`src/rtl/io_xfer_pkg.sv`:
```
package io_xfer_pkg;

  localparam logic [7:0] OP_IPS  = 8'hAF;
  localparam logic [7:0] OP_IPM  = 8'hA8;
  localparam logic [7:0] OP_IN   = 8'h17;
  localparam logic [7:0] OP_OUT  = 8'hFC;
  localparam logic [7:0] OP_TWR  = 8'h02;
  localparam logic [5:0] OP_PD_HI = 6'b111101;

  typedef enum logic [1:0] {
    SRC_PS  = 2'd0,
    SRC_PM  = 2'd1,
    SRC_STS = 2'd2,
    SRC_SFR = 2'd3
  } acc_src_e;

  typedef struct packed {
    acc_src_e acc_src;
    logic     acc_we;
    logic     sfr_we;
    logic     ctl_we;
    logic     pd_we;
    logic     pd_s;
    logic     pd_m;
    logic     err;
  } xfer_ctl_t;

endpackage

```
`src/rtl/io_xfer_decode.sv`:
```
module io_xfer_decode
  import io_xfer_pkg::*;
#(
  parameter int unsigned PTR_W = 4,
  parameter logic [PTR_W-1:0] CTL_PTR = 4'hD
) (
  input  logic             valid_i,
  input  logic [7:0]       opcode_i,
  input  logic             sel_i,
  input  logic [PTR_W-1:0] ptr_i,
  output xfer_ctl_t        ctl_o
);

  logic legal;
  assign legal = sel_i || (ptr_i == CTL_PTR);

  always_comb begin
    ctl_o = '0;
    ctl_o.acc_src = SRC_PS;
    if (valid_i) begin
      if (opcode_i == OP_IPS) begin
        ctl_o.acc_we = 1'b1;
      end else if (opcode_i == OP_IPM) begin
        ctl_o.acc_we  = 1'b1;
        ctl_o.acc_src = SRC_PM;
      end else if (opcode_i[7:2] == OP_PD_HI) begin
        ctl_o.pd_we = 1'b1;
        ctl_o.pd_s  = opcode_i[0];
        ctl_o.pd_m  = opcode_i[1];
      end else if (opcode_i == OP_IN) begin
        if (!legal) ctl_o.err = 1'b1;
        else begin
          ctl_o.acc_we  = 1'b1;
          ctl_o.acc_src = sel_i ? SRC_SFR : SRC_STS;
        end
      end else if (opcode_i == OP_OUT) begin
        if (!legal) ctl_o.err = 1'b1;
        else if (sel_i) ctl_o.sfr_we = 1'b1;
        else ctl_o.ctl_we = 1'b1;
      end else if (opcode_i == OP_TWR) begin
        // ROM transfer lives elsewhere; only legality is checked here
        if (!legal) ctl_o.err = 1'b1;
      end
    end
  end

endmodule

```
`src/rtl/io_xfer_mux.sv`:
```
module io_xfer_mux
  import io_xfer_pkg::*;
#(
  parameter int unsigned DW = 4
) (
  input  acc_src_e        src_i,
  input  logic [DW-1:0]   port_s_i,
  input  logic [DW-1:0]   port_m_i,
  input  logic [DW-1:0]   sts3_i,
  input  logic [DW-1:0]   sfr_rd_i,
  output logic [DW-1:0]   data_o
);

  always_comb begin
    unique case (src_i)
      SRC_PS:  data_o = port_s_i;
      SRC_PM:  data_o = port_m_i;
      SRC_STS: data_o = sts3_i;
      default: data_o = sfr_rd_i;
    endcase
  end

endmodule

```
`src/rtl/io_xfer_regs.sv`:
```
module io_xfer_regs
  import io_xfer_pkg::*;
#(
  parameter int unsigned DW = 4
) (
  input  logic          clk_i,
  input  logic          rst_ni,
  input  xfer_ctl_t     ctl_i,
  input  logic [DW-1:0] acc_i,
  input  logic [DW-1:0] ld_data_i,
  output logic          acc_we_o,
  output logic [DW-1:0] acc_wdata_o,
  output logic          sfr_we_o,
  output logic [DW-1:0] sfr_wdata_o,
  output logic [DW-1:0] ctl3_o,
  output logic          pd_s_en_o,
  output logic          pd_m_en_o,
  output logic          err_o
);

  always_ff @(posedge clk_i or negedge rst_ni) begin
    if (!rst_ni) begin
      acc_we_o    <= 1'b0;
      acc_wdata_o <= '0;
      sfr_we_o    <= 1'b0;
      sfr_wdata_o <= '0;
      ctl3_o      <= '0;
      pd_s_en_o   <= 1'b0;
      pd_m_en_o   <= 1'b0;
      err_o       <= 1'b0;
    end else begin
      acc_we_o    <= ctl_i.acc_we;
      acc_wdata_o <= ctl_i.acc_we ? ld_data_i : '0;
      sfr_we_o    <= ctl_i.sfr_we;
      sfr_wdata_o <= ctl_i.sfr_we ? acc_i : '0;
      err_o       <= ctl_i.err;
      if (ctl_i.ctl_we) ctl3_o <= acc_i;
      if (ctl_i.pd_we) begin
        pd_s_en_o <= ctl_i.pd_s;
        pd_m_en_o <= ctl_i.pd_m;
      end
    end
  end

endmodule

```
`src/rtl/io_xfer_dec.sv`:
```
module io_xfer_dec
  import io_xfer_pkg::*;
#(
  parameter int unsigned DW = 4,
  parameter int unsigned PTR_W = 4,
  parameter logic [PTR_W-1:0] CTL_PTR = 4'hD
) (
  input  logic             clk_i,
  input  logic             rst_ni,
  input  logic             valid_i,
  input  logic [7:0]       opcode_i,
  input  logic             sel_i,
  input  logic [PTR_W-1:0] ptr_i,
  input  logic [DW-1:0]    acc_i,
  input  logic [DW-1:0]    port_s_i,
  input  logic [DW-1:0]    port_m_i,
  input  logic [DW-1:0]    sts3_i,
  input  logic [DW-1:0]    sfr_rd_i,
  output logic             acc_we_o,
  output logic [DW-1:0]    acc_wdata_o,
  output logic             sfr_we_o,
  output logic [DW-1:0]    sfr_wdata_o,
  output logic [DW-1:0]    ctl3_o,
  output logic             pd_s_en_o,
  output logic             pd_m_en_o,
  output logic             err_o
);

  xfer_ctl_t     ctl;
  logic [DW-1:0] ld_data;

  io_xfer_decode #(.PTR_W(PTR_W), .CTL_PTR(CTL_PTR)) u_dec (
    .valid_i (valid_i),
    .opcode_i(opcode_i),
    .sel_i   (sel_i),
    .ptr_i   (ptr_i),
    .ctl_o   (ctl)
  );

  io_xfer_mux #(.DW(DW)) u_mux (
    .src_i   (ctl.acc_src),
    .port_s_i(port_s_i),
    .port_m_i(port_m_i),
    .sts3_i  (sts3_i),
    .sfr_rd_i(sfr_rd_i),
    .data_o  (ld_data)
  );

  io_xfer_regs #(.DW(DW)) u_regs (
    .clk_i      (clk_i),
    .rst_ni     (rst_ni),
    .ctl_i      (ctl),
    .acc_i      (acc_i),
    .ld_data_i  (ld_data),
    .acc_we_o   (acc_we_o),
    .acc_wdata_o(acc_wdata_o),
    .sfr_we_o   (sfr_we_o),
    .sfr_wdata_o(sfr_wdata_o),
    .ctl3_o     (ctl3_o),
    .pd_s_en_o  (pd_s_en_o),
    .pd_m_en_o  (pd_m_en_o),
    .err_o      (err_o)
  );

endmodule

```
`config.mk`:
```
export PLATFORM = sky130hd
export DESIGN_NAME = io_xfer_dec
export DESIGN_NICKNAME = d
export VERILOG_FILES = /design/src/rtl/io_xfer_pkg.sv /design/src/rtl/io_xfer_decode.sv /design/src/rtl/io_xfer_mux.sv /design/src/rtl/io_xfer_regs.sv /design/src/rtl/io_xfer_dec.sv
export SDC_FILE = /design/constraint.sdc
export NUM_CORES = 1
export LEC_CHECK = 0
export ABC_CLOCK_PERIOD_IN_PS = 940
export BUFFER_PORTS_ARGS = -buffer_cell sky130_fd_sc_hd__buf_4
export CAP_MARGIN = 10
export CORE_MARGIN = 5
export CORE_UTILIZATION = 42
export DETAILED_ROUTE_END_ITERATION = 12
export PLACE_DENSITY = 0.81
export SLEW_MARGIN = 20
export SYNTH_ARGS = -nofsm -noshare
export SYNTH_HDL_FRONTEND = slang
export SYNTH_SLANG_ARGS = --single-unit
```
`constraint.sdc`:
```
create_clock -name clk_i -period 0.94 [get_ports clk_i]
set_input_delay 0.047 -clock clk_i [delete_from_list [all_inputs] [get_ports clk_i]]
set_output_delay 0.047 -clock clk_i [all_outputs]
set_load 0.03 [all_outputs]
```
==> results_dict.tcl <==
set metrics [dict create \
    status "finished with violations" \
    violations "setup timing" \
    holdCritStartpoint "port_m_i[2]" \
    yosysWarnings 0 \
    diodes 0 \
    avgSynthCellArea_sq_um 11.9 \
    via_count 1018 \
    maxCapViolCount 0 \
    dpl.hpwl_mm 2.12 \
    synthMuxAreaShare 0.165 \
    period_minus_slack_ns 1.12 \
    grt_max_degree 18 \
    min_to "u_regs.acc_wdata_o[2]" \
    overflow 0 \
    worst_slew_pin_slew_ns 0.289 \
    drv_slew 0 \
    worstPathArrival_ns 1.30 \
    final_common_cell "buf_4" \
    drive_above_1_share 0.601 \
    max_slew_margin 0.806 \
    final_cell_mix "buf_4 (68), dfrtp_1 (17), mux2i_1 (8), dlygate4sd3_1 (7), buf_6 (7)" \
    clkSinkCount 17 \
    path_class "in2reg" \
    max_stage_delay_ns 0.38 \
    die_h_microns 56.1 \
    hold_violations 0 \
    synth_top_family_by_area "simple AND/OR/NAND/NOR gates" \
    cts_buffers 3 \
    cp_cell_sequence "buf_8 -> nor4_4 -> nand3_2 -> a211o_4 -> mux2i_1 -> o22ai_2" \
    grt_pass1_vias 1086 \
    synth-xor-area-share 0 \
    rsz0062_at_grt "yes" \
    drc 0 \
    clk_pin_slew_ns 0.11 \
    nFillCells 113 \
    timing.hold.ws_ns 0.0421 \
    crit_family "simple AND/OR/NAND/NOR gates" \
    port_buffers 52 \
    power_density_mw_per_mm2 909 \
    synthAdderAreaFrac 0 \
    cts_htree_levels 1 \
    rows 16 \
    pin_count 53 \
    clock_skew_ns 0 \
    syn_area_sq_um 892 \
    fmax_ghz 0.897 \
    tritoncts "built" \
    clkLatencyLatePin_ns 0.29 \
    ant_nets 0 \
    synth_fp_nets 111 \
    fin_crit_sh 1.19 \
    cts_root_buf "clkbuf_4" \
    ff2ff_setup_slack_ns 0.02 \
    clock_path_buffers 2 \
    yosys.area_share.simple 0.230 \
    syn_inst 75 \
    antenna_found_initial 0 \
    first_pass_iters 4 \
    area_delta_synth_final_pct 90.6 \
    p_leak_nw 0.886 \
    die_area_sq_mm 0.00315 \
    drt_iter0_markers 23 \
    synth_cell_types 27 \
    gp_congestion 0.793 \
    crit_path_end_kind "flip-flop" \
    grt_pass1_wl_mm 5.01 \
    start_util 0.446 \
    cp_max_fo 5 \
    synth-compound-area-share 0.128 \
    grt_usage 0.205 \
    setup_viol_count_final 8 \
    fin_ws_ns -0.175 \
    crit_slowest_cell "a211o_4" \
    whs_path_depth 3 \
    totalWireLength_mm 3.23 \
    required_ns 1.12 \
    synth-seq-cells 17 \
    routedWlPerCell_microns 17.0 \
    cp-start-kind "primary input" \
    worstReg2RegStart "u_regs.pd_s_en_o" \
    nets 200 \
    coreArea_sq_mm 0.00200 \
    p_total_w 0.00155 \
    die_w_microns 56.1 \
    ys_seq_area_frac 0.477 \
    path_buf_inv 1 \
    r2r_cells 2 \
    r2r_end "u_regs.pd_s_en_o" \
    ir_drop_v 0.000675 \
    avgViaCountPerCell 5.36 \
    hold_path_class "in2reg" \
]
-- logic make-up (layout without fill, tap and decap cells) --
logic type | after synthesis | in the layout
flops | 17 | 17
simple gates | 30 | 30
buf+inv | 0 | 88
compound gates | 14 | 14
mux | 14 | 14
-- through the flow --
step | setup WS, ns | cells | setup TNS (ns) | util | instance area [sq um]
after CTS | -0.189 | 187 | -0.665 | 0.826 | 1650
after floorplan | -0.278 | 75 | -1.68 | - | 925
after global routing | -0.259 | 190 | -1.42 | 0.849 | 1700
after global placement | -0.482 | 172 | -5.54 | 0.741 | 1480
final | -0.175 | 190 | -0.877 | 0.849 | 1700
after detailed placement | -0.519 | 172 | -5.85 | 0.741 | 1480
-- worst min-delay path: stages --
cell,delay [ns]
buf_4,0.07
mux2i_1,0.07
o22ai_2,0.10
-- power by group --
part,total [W],internal [W],leakage [nW],switching [W]
registers,0.000751,0.000744,0.236,0.00000741
clock network,0.000405,0.000158,0.0177,0.000247
logic,0.000390,0.000224,0.632,0.000165
total,0.00155,0.00113,0.886,0.000420
-- per-layer routing --
layer / global-route usage / routed length [microns] / vias up
met4: 0.0542 / 38 / 0
met3: 0.0510 / 312 / 4
met2: 0.379 / 1660 / 59
li1: - / - / 477
met5: 0 / 0 / -
met1: 0.230 / 1220 / 478
-- worst max path at each step --
stage / slack [ns] / cells after the start / startpoint / end
4_1_cts: -0.19 / 6 / opcode_i[5] / u_regs.acc_wdata_o[2]
5_1_grt: -0.26 / 6 / opcode_i[5] / u_regs.acc_wdata_o[2]
2_1_floorplan: -0.28 / 5 / opcode_i[5] / u_regs.acc_wdata_o[1]
6_report: -0.18 / 6 / opcode_i[5] / u_regs.acc_wdata_o[2]
3_3_place_gp: -0.48 / 6 / opcode_i[5] / u_regs.acc_wdata_o[0]
3_5_place_dp: -0.52 / 6 / opcode_i[5] / u_regs.acc_wdata_o[2]
-- sequential cells by signal, indices dropped and copies added (netlist names) --
signal              flops
u_regs.acc_wdata_o      4
u_regs.pd_s_en_o        1
u_regs.acc_we_o         1
u_regs.pd_m_en_o        1
u_regs.err_o            1
u_regs.sfr_we_o         1
u_regs.ctl3_o           4
u_regs.sfr_wdata_o      4
-- cells in the mapped netlist --
cell type / n / area share
nor4_4: 1 / 0.024
o31ai_1: 1 / 0.0084
and2_1: 5 / 0.035
nor4b_2: 1 / 0.017
and3_1: 5 / 0.035
a211o_2: 1 / 0.011
and4_1: 2 / 0.020
nand3_1: 2 / 0.011
mux2_2: 6 / 0.076
o211ai_1: 2 / 0.017
a21o_1: 1 / 0.0084
and4b_1: 1 / 0.011
a211oi_2: 1 / 0.014
nor4_1: 1 / 0.0070
mux2i_1: 8 / 0.090
nand2_1: 5 / 0.021
o2111a_1: 1 / 0.013
nor2_1: 1 / 0.0042
dfrtp_1: 17 / 0.48
a21boi_0: 1 / 0.0084
o22ai_1: 4 / 0.028
o31a_1: 1 / 0.0098
nand4_1: 1 / 0.0070
nand4b_1: 1 / 0.0098
nand3_2: 1 / 0.011
a32oi_1: 1 / 0.0098
nor3_1: 3 / 0.017
-- cell type report --
class	count	area, sq um	area share
Timing Repair Buffer	84	689	0.405
Multi-Input combinational cell	58	524	0.308
Sequential cell	17	425	0.250
Tap cell	27	33.8	0.0199
Clock buffer	3	22.5	0.0132
Clock inverter	1	5.00	0.00294
-- timing repair --
item                                    4_1_cts  5_1_grt
gates cloned                                  0        0
hold endpoints to repair                     27        0
resized for setup                            11        8
setup buffers                                 4        5
hold buffers                                  7        0
pin swaps                                     9        8
endpoints found under the setup margin        8       17
Note: power is estimated with default switching activity, not from simulation.
